$ cat src/rtl/minmax_pkg.sv
package minmax_pkg;
  localparam logic [3:0] SZ_WORD  = 4'd2;
  localparam logic [3:0] SZ_DWORD = 4'd3;
  localparam logic [3:0] MODE_LENIENT = 4'd3;

  function automatic logic size_is_legal(input logic [3:0] sz);
    return (sz == SZ_WORD) || (sz == SZ_DWORD);
  endfunction
endpackage

$ cat src/rtl/fp_lane_sel.sv
module fp_lane_sel #(
  parameter int W  = 32,
  parameter int EW = 8
) (
  input  logic [W-1:0] a,
  input  logic [W-1:0] b,
  input  logic         sel_max,
  input  logic         lenient,
  output logic [W-1:0] y
);
  localparam int MW = W - 1 - EW;
  localparam logic [W-1:0] QNAN = {1'b0, {EW{1'b1}}, 1'b1, {(MW-1){1'b0}}};

  logic a_nan, b_nan, a_neg, b_neg, mag_gt, a_greater, a_wins;

  always_comb begin
    a_nan = (&a[W-2 -: EW]) && (|a[MW-1:0]);
    b_nan = (&b[W-2 -: EW]) && (|b[MW-1:0]);
    a_neg = a[W-1];
    b_neg = b[W-1];
    mag_gt = a[W-2:0] > b[W-2:0];
    if (a_neg != b_neg) begin
      a_greater = !a_neg;
    end else if (a_neg) begin
      a_greater = (a[W-2:0] < b[W-2:0]);
    end else begin
      a_greater = mag_gt;
    end
    a_wins = sel_max ? a_greater : !a_greater;

    if (a_nan && b_nan) begin
      y = QNAN;
    end else if (a_nan || b_nan) begin
      if (lenient) y = a_nan ? b : a;
      else         y = QNAN;
    end else begin
      y = a_wins ? a : b;
    end
  end
endmodule

$ cat src/rtl/minmax_out_reg.sv
module minmax_out_reg #(
  parameter int W = 128
) (
  input  logic         clk,
  input  logic         rst,
  input  logic         in_valid,
  output logic         in_ready,
  input  logic [W-1:0] d_res,
  input  logic         d_bad,
  output logic         out_valid,
  input  logic         out_ready,
  output logic [W-1:0] q_res,
  output logic         q_bad
);
  logic take;

  assign in_ready = !out_valid || out_ready;
  assign take     = in_valid && in_ready;

  always_ff @(posedge clk) begin
    if (rst) begin
      out_valid <= 1'b0;
      q_res     <= '0;
      q_bad     <= 1'b0;
    end else begin
      if (take) begin
        out_valid <= 1'b1;
        q_res     <= d_res;
        q_bad     <= d_bad;
      end else if (out_ready) begin
        out_valid <= 1'b0;
      end
    end
  end
endmodule

$ cat src/rtl/lane_minmax_sel.sv
module lane_minmax_sel
  import minmax_pkg::*;
#(
  parameter int VEC_W = 128,
  parameter int SP_W  = 32,
  parameter int SP_EW = 8,
  parameter int DP_W  = 64,
  parameter int DP_EW = 11
) (
  input  logic             clk,
  input  logic             rst,
  input  logic             in_valid,
  output logic             in_ready,
  input  logic [VEC_W-1:0] a_vec,
  input  logic [VEC_W-1:0] b_vec,
  input  logic             sel_max,
  input  logic [3:0]       mode,
  input  logic [3:0]       elem_size,
  input  logic             single_lane,
  output logic             out_valid,
  input  logic             out_ready,
  output logic [VEC_W-1:0] result,
  output logic             out_bad_size
);
  localparam int N_SP = VEC_W / SP_W;
  localparam int N_DP = VEC_W / DP_W;

  logic             lenient;
  logic [VEC_W-1:0] sp_vec, dp_vec, next_res;
  logic             next_bad;

  assign lenient = (mode == MODE_LENIENT);

  for (genvar g = 0; g < N_SP; g++) begin : g_sp
    logic [SP_W-1:0] y;
    fp_lane_sel #(.W(SP_W), .EW(SP_EW)) u_lane (
      .a(a_vec[g*SP_W +: SP_W]), .b(b_vec[g*SP_W +: SP_W]),
      .sel_max(sel_max), .lenient(lenient), .y(y));
    if (g == 0) begin : g_first
      assign sp_vec[g*SP_W +: SP_W] = y;
    end else begin : g_rest
      assign sp_vec[g*SP_W +: SP_W] = single_lane ? '0 : y;
    end
  end

  for (genvar g = 0; g < N_DP; g++) begin : g_dp
    logic [DP_W-1:0] y;
    fp_lane_sel #(.W(DP_W), .EW(DP_EW)) u_lane (
      .a(a_vec[g*DP_W +: DP_W]), .b(b_vec[g*DP_W +: DP_W]),
      .sel_max(sel_max), .lenient(lenient), .y(y));
    if (g == 0) begin : g_first
      assign dp_vec[g*DP_W +: DP_W] = y;
    end else begin : g_rest
      assign dp_vec[g*DP_W +: DP_W] = single_lane ? '0 : y;
    end
  end

  always_comb begin
    next_bad = !size_is_legal(elem_size);
    case (elem_size)
      SZ_WORD:  next_res = sp_vec;
      SZ_DWORD: next_res = dp_vec;
      default:  next_res = '0;
    endcase
  end

  minmax_out_reg #(.W(VEC_W)) u_out (
    .clk(clk), .rst(rst),
    .in_valid(in_valid), .in_ready(in_ready),
    .d_res(next_res), .d_bad(next_bad),
    .out_valid(out_valid), .out_ready(out_ready),
    .q_res(result), .q_bad(out_bad_size));
endmodule

$ cat config.mk
export PLATFORM = sky130hd
export DESIGN_NAME = lane_minmax_sel
export DESIGN_NICKNAME = d
export VERILOG_FILES = /design/src/rtl/minmax_pkg.sv /design/src/rtl/fp_lane_sel.sv /design/src/rtl/minmax_out_reg.sv /design/src/rtl/lane_minmax_sel.sv
export SDC_FILE = /design/constraint.sdc
export NUM_CORES = 1
export LEC_CHECK = 0
export BUFFER_PORTS_ARGS = -buffer_cell sky130_fd_sc_hd__buf_4
export CAP_MARGIN = 20
export CORE_UTILIZATION = 49
export CTS_CLUSTER_SIZE = 8
export DETAILED_ROUTE_END_ITERATION = 12
export PLACE_DENSITY = 0.9
export SYNTH_ARGS = -nofsm -noshare
export SYNTH_HDL_FRONTEND = slang
export SYNTH_SLANG_ARGS = --single-unit
$ cat constraint.sdc
create_clock -name clk -period 4.4 [get_ports clk]
set_input_delay 0.22 -clock clk [delete_from_list [all_inputs] [get_ports clk]]
set_output_delay 0.22 -clock clk [all_outputs]
set_load 0.01 [all_outputs]
Word-level counts from Yosys, hierarchy flattened:

Cells that the tools add are included.

* register bits: 130
* bits of input ports: 270
* output and inout bits: 131
* word-level logic and storage cells: 141

* order comparisons: 12
* eq/ne operators: 7
* multiplexer cells: 55
* reductions and logical operators: 64

Operator list (count)
* 32-bit 2-to-1 mux: 23
* 64-bit 2-to-1 mux: 11
* 128-bit one-hot mux with 2 select lines: 1
* 52-bit OR reduction: 4
* 23-bit OR reduction: 8
* 63-bit > comparator: 2
* 63-bit less-than comparator: 2
* 31-bit > comparator: 4
* 31-bit less-than comparator: 4
* 8-bit AND reduction: 8
* 11-bit AND reduction: 4
* 1-bit 2-to-1 mux: 20
* 1-bit logical AND: 19
* 4-bit by 2-bit equality test with 1-bit output (second input constant): 3
* 1-bit logical NOT: 12
* 1-bit logical OR: 8
* 1-bit inequality test: 4
* 2-bit nonzero test: 1

Logic depth before layout (Yosys ltp):

Gate-level depths: netlist of run 1.

* depth after elaboration: 10
* mapped depth: 15
* depth with buffers taken out: 13

Modules after synthesis:

From an unflattened synthesis of run 1, not the netlist that was laid out.

* cell total of the unflattened synthesis: 2459
* area, all modules: 19682.6 µm²

Modules (own cells, without submodules)
* fp_lane_sel at g_sp[0].u_lane ...: instances 4, cells an instance 212, area an instance 1612.8 µm², seq. area each 0.0 µm²
* minmax_out_reg: instances 1, cells an instance 592, area an instance 5587.9 µm², seq. area each 2602.5 µm²
* fp_lane_sel at g_dp[1].u_lane: instances 1, cells an instance 385, area an instance 2992.9 µm², seq. area each 0.0 µm²
* fp_lane_sel at g_dp[0].u_lane: instances 1, cells an instance 371, area an instance 2728.9 µm², seq. area each 0.0 µm²
* lane_minmax_sel: instances 1, cells an instance 263, area an instance 1921.8 µm², seq. area each 0.0 µm²

Least setup slack after synthesis of run 1:

No wires, ideal clock.

* path type: input -> register
* from: in b_vec[106]
* to: reg u_out.q_res[104]
* library setup time: 122 ps
* data arrival time: 3280 ps
* data required time: 4278 ps
* path slack: 998 ps
* cell stages on the path: 15
* buffers on the path: 2
* cell sequence: inv_1 > ha_1 > a21oi_2 > o21ai_2 > a2111oi_4 > a21oi_1 > or4_1 > o211ai_2 > xnor2_4 > o21ai_2 > a211o_1 > and2_1 > buf_2 > buf_2 > a221o_1

* longest elaborated chain between the ends: 10
* elaborated cells between the ends (all ways): 29
* classes of those cells: 4 x order compare; 15 x mux; 10 x reduce/logical

Ends and longest elaborated chain
* start: declaration: RTL line lane_minmax_sel.sv:15 `input logic [VEC_W-1:0] b_vec,`
* 63-bit > comparator (tied with other cells): RTL line fp_lane_sel.sv:21 `mag_gt = a[W-2:0] > b[W-2:0];`
* 1-bit 2-to-1 mux: RTL line fp_lane_sel.sv:24 `end else if (a_neg) begin`
* 1-bit 2-to-1 mux: RTL line fp_lane_sel.sv:22 `if (a_neg != b_neg) begin`
* 1-bit logical NOT: RTL line fp_lane_sel.sv:29 `a_wins = sel_max ? a_greater : !a_greater;`
* 1-bit 2-to-1 mux: RTL line fp_lane_sel.sv:29
* 64-bit 2-to-1 mux or 32-bit 2-to-1 mux (tied branches): RTL line fp_lane_sel.sv:37 `y = a_wins ? a : b;`
* 64-bit 2-to-1 mux or 32-bit 2-to-1 mux (tied branches): RTL line fp_lane_sel.sv:33 `end else if (a_nan || b_nan) begin`
* 64-bit 2-to-1 mux or 32-bit 2-to-1 mux (tied branches): RTL line fp_lane_sel.sv:31 `if (a_nan && b_nan) begin`
* 64-bit 2-to-1 mux or 32-bit 2-to-1 mux (tied branches): RTL line lane_minmax_sel.sv:54, lane_minmax_sel.sv:42
* 128-bit one-hot mux with 2 select lines (*): RTL line lane_minmax_sel.sv:60 `case (elem_size)`
* end signal: assignment: RTL line minmax_out_reg.sv:28 `q_res <= d_res;`
* end: declaration: RTL line minmax_out_reg.sv:12 `output logic [W-1:0] q_res,`

Every way passes the cells marked *; elsewhere a longest branch is shown, timed or not.
A chain may end at the register's enable or synchronous reset.

Worst setup path in the final report of run 1:

* from: in b_vec[92]
* to: reg u_out.q_res[102]

* longest elaborated chain between the ends: 10
* elaborated cells between the ends (all ways): 15
* classes of those cells: 2 x order compare; 8 x mux; 5 x reduce/logical

Ends and longest elaborated chain
* 63-bit > comparator or 63-bit less-than comparator (tied branches): RTL line fp_lane_sel.sv:21, fp_lane_sel.sv:25
* 1-bit 2-to-1 mux: RTL line fp_lane_sel.sv:24
* 1-bit 2-to-1 mux: RTL line fp_lane_sel.sv:22
* 1-bit logical NOT: RTL line fp_lane_sel.sv:29
* 1-bit 2-to-1 mux: RTL line fp_lane_sel.sv:29
* 64-bit 2-to-1 mux: RTL line fp_lane_sel.sv:37
* 64-bit 2-to-1 mux: RTL line fp_lane_sel.sv:33
* 64-bit 2-to-1 mux (*): RTL line fp_lane_sel.sv:31
* 64-bit 2-to-1 mux (*): RTL line lane_minmax_sel.sv:54 `assign dp_vec[g*DP_W +: DP_W] = single_lane ? '0 : y;`
* 128-bit one-hot mux with 2 select lines (*): RTL line lane_minmax_sel.sv:60

Marked as above.

==> results.md, run 1 <==
- The distinct cell type count of the synthesized netlist is 78.
- The flip-flop and latch count after synthesis is 130.
- Buffers inserted to repair hold after CTS numbered 0.
- The maximum operating frequency is 264 MHz.
- The global-route wire length before repair is 75800 um.
- The congestion estimate from routability-driven global placement came to 1.02.
- TritonCTS built the clock tree.
- The initial cell density of the core is 0.502.
- Power spread over the standard cell area amounts to 251 nW/um^2.
- The number of pins exceeding their max-slew limit in the final report was 0.
- Across all layers, the routed design uses 15300 vias.
- Overall power consumption after layout is estimated at 0.00396 W.
- The hold path startpoint is b_vec[95].
- After technology mapping, the gate count stands at 1607.
- The leakage power summed over all cells is 7.28 nW.
- The number of nets produced by synthesis is 2005.
- The type of destination of the critical path is a flop.
- The number of sinks on the clock net is 130.
- Counting flops with a built-in enable in the synthesized netlist gives 0.
- The height of the chip is 158 um.
- The maximum count of clock buffers along a single path is 2.
- The clock reaches the later pin of the worst-skew pair after 430 ps.
- The primary flip-flop cell chosen by synthesis mapping is sky130_fd_sc_hd__dfxtp_1.
- The worst slew margin relative to its limit is 0.260.
- The launching point of the worst reg2reg path is u_out.out_valid.
- The floorplan has 56 rows.
- The flow ran to the end, and the final reports show no timing, DRC or antenna violations.
- The placed wire-length estimate is 37700 um.
- Setup violations remaining at the end of the flow were counted as 0.
- Excluding fillers, the count of instances in the completed layout stands at 2306.
- The layout net count is 2371.
- The worst hold path terminates at u_out.q_res[95].
- The number of placed instances, taps included, is 2273.
- Once layout is complete, the utilization of the core stands at 0.668.
- The remaining global-route overflow is 0.
- The number of vias per cell after detailed routing is 6.65.
- 401 I/O pins were placed.
- The most instantiated library cell after synthesis is sky130_fd_sc_hd__a21oi_1.
- The number of remaining DRC errors is 0.
- The type of the worst setup path is primary input to flop.
- The transition time at the pin with the least slew margin is 1110 ps.
- Max-cap violations in this run came to 0.
- The width of the die is 158 um.
- The initial antenna violation count was 1.
- The post-route clock period utilization is 0.861.
- Buffers placed on the I/O ports in this run total 400.
- After detailed placement, the total cell area comes to 15200 sq um.
- The number of global-route vias before repair is 14500.
- Entering global routing, the biggest net connects 67 pins.
- In this run the mean area of a mapped cell was 7.38 sq um.
- Of all nets on the critical path, the largest fanout is 17.
- After synthesis, the share of flip-flops with an asynchronous set or reset is 0.
- The required time reported for the critical path endpoint is 4770 ps.
- In the global route stage, overall resource usage came out at 0.389.
- sky130_fd_sc_hd__dfxtp_1 takes more of the synthesized area than any other cell.
- In this run the worst hold path is classified as primary input to flop.
- Once the clock tree was built, the setup fixing pass inserted 0 buffers.
- The routed wire length per instance is 21.6 um.
- The initial detailed-routing violation count is 1842.
- The final critical-path required period is 3790 ps.
- In the post-synthesis netlist, the biggest area contributors are sky130_fd_sc_hd__dfxtp_1 (22%), sky130_fd_sc_hd__ha_1 (14%), sky130_fd_sc_hd__a21oi_1 (6.5%).
- The number of cells on the worst reg-to-reg path is 9.
- The area added between synthesis and finish is 33.0%.
- The synthesized netlist occupies a cell area of 11900 sq um.
- The number of clock buffers added by TritonCTS is 17.
- The overall die area is 24800 sq um.
- Summing all non-filler instances in the final layout gives an area of 15800 sq um.
- The sum of routed wire length over all layers is 49800 um.
- The H-tree was split into 4 levels.
- The clock-pin transition on the worst setup and hold timing paths is 60 ps.
- The commonest cells after synthesis are sky130_fd_sc_hd__a21oi_1 (153), sky130_fd_sc_hd__nor2_1 (146), sky130_fd_sc_hd__inv_1 (139).
- The warning count from the yosys run is 0.
- The share of synthesized area in the top cell type comes to 0.219.
- The sequential share of the synthesized area is 0.219.
- At the worst endpoint, the arrival time is 4150 ps.
- The startpoint class of the critical path is a primary input.
- Summed over all failing endpoints, the final setup total negative slack is 0 ps.
- The cell sitting at the root of the clock tree is a sky130_fd_sc_hd__clkbuf_16.
- The first TritonRoute pass finished after 10 iterations.
- The maximum clock skew at final layout is 8.83 ps.
- The area of the placeable core is 23600 sq um.
- The final hold violation count is 0.
- Setup repair after global routing left no endpoint under its margin.
- The maximum vdd ir drop is 0.000219 V.
- The cell depth of the worst min-delay path is 3.
- The worst-case register-to-register setup slack is 1150 ps.
- In the final layout, the share of cells above drive strength 1 is 0.248.
- The count of cells resized by post-cts repair is 0.
- In this run the critical register-to-register path is captured at u_out.q_res[115].
- The detail route stage leaves a number of antenna-violating nets equal to 0.
-- flip-flops by register name (all words and copies together), names as in the netlist --
register and flops:
u_out.out_valid 1, u_out.q_res 128, u_out.q_bad 1
-- worst max-delay path by stage --
stage,cells past startpoint,slack (ps),end,from
floorplan,15,1000,u_out.q_res[104],b_vec[106]
global placement,13,430,u_out.q_res[101],a_vec[92]
detailed placement,14,350,u_out.q_res[102],b_vec[92]
CTS,13,730,u_out.q_res[102],a_vec[92]
global route,14,430,u_out.q_res[102],b_vec[94]
finish,14,610,u_out.q_res[102],b_vec[92]
-- cells by family (layout without fill, tap and decap cells) --
kind of cell / after synthesis / after routing / share of synthesized area
flops: 130 / 130 / 0.219
compound gates: 580 / 580 / 0.332
simple gates: 521 / 521 / 0.218
mux: 14 / 14 / 0.0122
buf+inv: 224 / 603 / 0.0741
other cells: 0 / 1 / 0
fa+ha+maj: 130 / 130 / 0.137
xor+xnor: 8 / 8 / 0.00749
-- cell type report --
class	count	area (sq um)
timing repair buffer	432	3260
clock inverter	14	156
tap	319	399
antenna	1	2.50
inverter	139	522
sequential	130	2600
multi-input combinational	1253	8400
fill	1981	7840
clock buffer	18	429
-- power breakdown --
group | switching [W] | total [W] | leakage [nW] | internal [W]
Combinational | 0.000686 | 0.00120 | 5.94 | 0.000517
Clock | 0.000649 | 0.00149 | 0.279 | 0.000845
Sequential | 0.0000320 | 0.00126 | 1.06 | 0.00123
-- routing by layer --
metal  part of all wire  routed length (um)  track usage  up-vias
li1                   -                   -            -     6819
met1               0.37               18300        0.444     7127
met2               0.47               23300        0.665     1135
met3               0.11                5300       0.0887      243
met4              0.058                2890        0.229        0
met5                  0                   0            0        -
-- critical path, cell delays in order --
cell,delay [ps]
sky130_fd_sc_hd__buf_4,110
sky130_fd_sc_hd__inv_1,50
sky130_fd_sc_hd__ha_1,280
sky130_fd_sc_hd__a211oi_1,250
sky130_fd_sc_hd__o221ai_1,190
sky130_fd_sc_hd__a31oi_1,390
sky130_fd_sc_hd__a211oi_1,170
sky130_fd_sc_hd__or4_1,430
sky130_fd_sc_hd__o211ai_2,250
sky130_fd_sc_hd__xnor2_4,150
sky130_fd_sc_hd__o21ai_2,550
sky130_fd_sc_hd__a211o_1,240
sky130_fd_sc_hd__and2_1,590
sky130_fd_sc_hd__a221o_1,260
-- cell usage in the layout, fill, tap and decap left out, types with 14 or more instances in the layout --
master,instances
sky130_fd_sc_hd__o22ai_1,24
sky130_fd_sc_hd__a221o_1,38
sky130_fd_sc_hd__o21ai_0,103
sky130_fd_sc_hd__buf_4,431
sky130_fd_sc_hd__and2_1,38
sky130_fd_sc_hd__clkbuf_16,17
sky130_fd_sc_hd__nand3_1,35
sky130_fd_sc_hd__ha_1,128
sky130_fd_sc_hd__nand2b_1,16
sky130_fd_sc_hd__nor4_1,50
sky130_fd_sc_hd__a31oi_1,14
sky130_fd_sc_hd__nand4_1,46
sky130_fd_sc_hd__nor3_1,26
sky130_fd_sc_hd__nor2_1,145
sky130_fd_sc_hd__a211o_1,16
sky130_fd_sc_hd__and3_1,15
sky130_fd_sc_hd__nand2_1,116
sky130_fd_sc_hd__a211oi_1,57
sky130_fd_sc_hd__o221ai_1,14
sky130_fd_sc_hd__a21oi_1,153
sky130_fd_sc_hd__dfxtp_1,130
sky130_fd_sc_hd__a221oi_1,33
sky130_fd_sc_hd__inv_1,139
-- metrics by stage --
step	worst slack, ps	hold WS (ps)
floorplan	998	329
global placement	435	444
detailed placement	346	452
CTS	726	14.0
global route	431	15.4
finish	614	20.9
Note: power is estimated with default switching activity, not from simulation.
==> inputs of run 2 (changes only) <==
--- a/config.mk
+++ b/config.mk
@@ -7,10 +7,10 @@
 export LEC_CHECK = 0
 export BUFFER_PORTS_ARGS = -buffer_cell sky130_fd_sc_hd__buf_4
 export CAP_MARGIN = 20
-export CORE_UTILIZATION = 49
+export CORE_UTILIZATION = 39
 export CTS_CLUSTER_SIZE = 8
 export DETAILED_ROUTE_END_ITERATION = 12
-export PLACE_DENSITY = 0.9
+export PLACE_DENSITY = 0.77
 export SYNTH_ARGS = -nofsm -noshare
 export SYNTH_HDL_FRONTEND = slang
 export SYNTH_SLANG_ARGS = --single-unit
==> run 2 against run 1 <==
- via count down 2.9%
- clock power up 3%
- sequential power about the same
- cell count up 3.0%
- sequential cell count unchanged
- critical path type unchanged
- total power up 1.0%
- critical path depth unchanged
==> results.md, run 2 (synthesized netlist as in run 1, its figures left out) <==
- The maximum count of clock buffers along a single path is 2 (unchanged).
- The number of nets still failing antenna checks after routing is 0 (unchanged).
- The number of pins exceeding their max-slew limit in the final report is 0 (unchanged).
- In this run the worst hold path is classified as primary input to flop.
- The end-of-flow core utilization is 0.532 (-0.136).
- The post-CTS setup repair buffer count is 0 (unchanged).
- The number of vias after detailed routing is 14900 (-2.9%).
- The final critical-path required period is 3680 ps (-104 ps).
- The signal arrival time at the worst endpoint is 4010 ps (-140 ps).
- The power density over cell area is 252 nW/um^2 (+0.45%).
- The count of hold buffers inserted by post-cts repair is 0 (unchanged).
- The overall die area was 31100 sq um (+25%).
- The layout net count is 2371 (unchanged).
- The final count of negative-setup-slack endpoints is 0 (unchanged).
- The height of the chip is 176 um (+12%).
- The max capacitance violation total is 0 (unchanged).
- The number of flip-flops in the largest register is 128 (unchanged).
- The number of inserted filler cells in the final layout came to 2860 (+44%).
- The largest register by flop count is u_out.q_res.
- Setup repair after global routing left no endpoint under its margin.
- The global-route wire length before repair is 78000 um (+2.9%).
- The largest registers in the layout are u_out.q_res x128, u_out.out_valid x1, u_out.q_bad x1.
- The largest fanout on the critical path is 37 (+20).
- The number of vias per cell after detailed routing is 6.26 (-5.8%).
- The post-route clock period utilization is 0.837 (-0.0236).
- The initial detailed-routing violation count is 1267 (-31%).
- The setup total negative slack was 0 ps (unchanged).
- The clock-pin transition on the worst setup and hold timing paths is 70 ps (about the same).
- The count of cells along the worst register-to-register path is 8 (-1).
- The width of the die was 176 um (+12%).
- The endpoint identified for the worst register-to-register timing path is u_out.q_res[100].
- The required time reported for the critical path endpoint came to 4730 ps (-40 ps).
- The number of global-route vias before repair was 14100 (-3.0%).
- The area growth from synthesis to layout is 33.7%.
- The worst setup slack after placement came to 329 ps (-17.0 ps).
- The cell depth of the worst min-delay path is 3 (unchanged).
- The final estimated routing congestion in global placement is 0.931 (-8.8%).
- The maximum clock skew at final layout came to 11.0 ps (+2.22 ps).
- The area of the placeable core is 29800 sq um (+26%).
- The remaining global-route overflow is 0 (unchanged).
- The largest net degree at the start of global routing is 63 (-6.0%).
- The leakage power summed over all cells is 7.29 nW (about the same).
- The total iterations of the first detailed-routing run was 5 (-5).
- The worst slew margin relative to its limit is 0.391 (+0.131).
- Leaving out fill and tap cells, the most frequent cell in the layout is sky130_fd_sc_hd__buf_4.
- The maximum vdd ir drop was 0.000236 V (+7.9%).
- In the layout the commonest cells are sky130_fd_sc_hd__buf_4 (432), sky130_fd_sc_hd__a21oi_1 (153), sky130_fd_sc_hd__nor2_1 (145).
- The worst path setup slack after routing came to 717 ps (+104 ps).
- The maximum level of the CTS H-tree is 4 (unchanged).
- The sum of routed wire length over all layers is 50900 um (+2.2%).
- The net switching fraction of the power is 0.340 (-0.00551).
- STA classifies the critical path startpoint as a primary input.
- The number of ports placed on the die boundary is 401 (unchanged).
- The count of cells resized by post-cts repair is 0 (unchanged).
- The initial antenna violation count is 1 (unchanged).
- The launching point of the worst reg2reg path is u_out.out_valid.
- The final hold violation count is 0 (unchanged).
- The total track usage was 0.317 (-0.0719).
- The count of port buffers added during placement came to 400 (unchanged).
- The initial cell density of the core is 0.398 (-0.104).
- The fraction of power consumed by sequential logic is 0.315 (-0.003).
- The path with the worst hold slack has its endpoint at u_out.q_res[95].
- The run finished with clean final reports.
- The clock buffer count from CTS was 17 (unchanged).
- The placed wire-length estimate is 39500 um (+4.8%).
- The hold path startpoint is b_vec[95].
- The number of remaining DRC errors was 0 (unchanged).
- The worst-case register-to-register setup slack is 1040 ps (-110 ps).
- The internal power contribution is 0.00264 W (+1.9%).
- The transition time at the pin with the least slew margin is 906 ps (-199 ps).
- The fraction of power consumed by the clock network is 0.387 (+0.009).
- The maximum operating frequency is 272 MHz (+2.8%).
- The later-pin clock latency in the skew report came to 430 ps (about the same).
- The critical path is of the primary input to flop type.
- The number of sinks on the clock net is 130 (unchanged).
- The routed wire length per instance is 21.4 um (-0.76%).
- The combinational power share was 0.299 (-0.005).
- The net switching component of the power came to 0.00136 W (-0.59%).
- The root buffer cell is sky130_fd_sc_hd__clkbuf_16.
- The type of destination of the critical path is a flop.
- TritonCTS built the clock tree.
- The number of placement rows is 63 (+13%).
- The share of post-route cells with drive strength above 1 came to 0.248 (-0.000379).
run 2: cell count changes in the layout (fill, tap and decap cells not counted), sizes merged:
cell	change
bufinv	+1
clkinv	-1
clkbuf	-1
run 2: through the flow:
stage                     power, W  hold WS (ps)  instances  area (sq um)
after global placement     0.00242           436       2344         15300
after detailed placement   0.00245           441       2344         15300
final                      0.00400          14.1       2376         15900
after floorplan            0.00187           329       1607         11900
after global routing       0.00417          11.0       2376         15900
after CTS                  0.00400          1.68       2375         15900
run 2: metal layers:
metal	share of wire	vias up	global-route usage
met5	0	-	0
met4	0.032	0	0.122
met3	0.093	113	0.0577
met2	0.49	877	0.556
met1	0.39	7072	0.382
li1	-	6813	-
run 2: cell type report:
class,instances,area [sq um],area share
Inverter,139,522,0.0329
Timing Repair Buffer,432,3240,0.204
Clock buffer,17,425,0.0268
Multi-Input combinational cell,1253,8400,0.529
Sequential cell,130,2600,0.164
Tap cell,390,488,0.0308
Clock inverter,14,179,0.0113
Antenna cell,1,2.50,0.000158
run 2: worst max-delay path by stage:
| stage | endpoint | start | slack, ps | cells past startpoint |
|---|---|---|---|---|
| 6_report | u_out.q_res[14] | a_vec[22] | 720 | 14 |
| 5_1_grt | u_out.q_res[31] | b_vec[61] | 410 | 15 |
| 4_1_cts | u_out.q_res[31] | a_vec[22] | 760 | 14 |
| 3_5_place_dp | u_out.q_res[31] | a_vec[22] | 330 | 14 |
| 3_3_place_gp | u_out.q_res[62] | a_vec[22] | 440 | 13 |
| 2_1_floorplan | u_out.q_res[104] | b_vec[106] | 1000 | 15 |
run 2: power by group through the flow:
| stage | Clock, W | Sequential, W | Combinational, W |
|---|---|---|---|
| finish | 0.00154 | 0.00126 | 0.00119 |
| global route | 0.00160 | 0.00126 | 0.00130 |
| CTS | 0.00156 | 0.00126 | 0.00117 |
| detailed placement | 0 | 0.00128 | 0.00117 |
| global placement | 0 | 0.00128 | 0.00114 |
| floorplan | 0 | 0.00130 | 0.000573 |
run 2: worst max-delay path, cell delays in order:
cell	delay [ps]
sky130_fd_sc_hd__buf_4	140
sky130_fd_sc_hd__ha_1	320
sky130_fd_sc_hd__a21oi_1	150
sky130_fd_sc_hd__o21ai_0	130
sky130_fd_sc_hd__a22o_1	200
sky130_fd_sc_hd__a2111oi_1	750
sky130_fd_sc_hd__o22ai_1	250
sky130_fd_sc_hd__o21a_1	230
sky130_fd_sc_hd__o21ai_1	260
sky130_fd_sc_hd__nand3_1	270
sky130_fd_sc_hd__o21ai_2	240
sky130_fd_sc_hd__buf_4	390
sky130_fd_sc_hd__o21ai_0	180
sky130_fd_sc_hd__a211oi_1	270
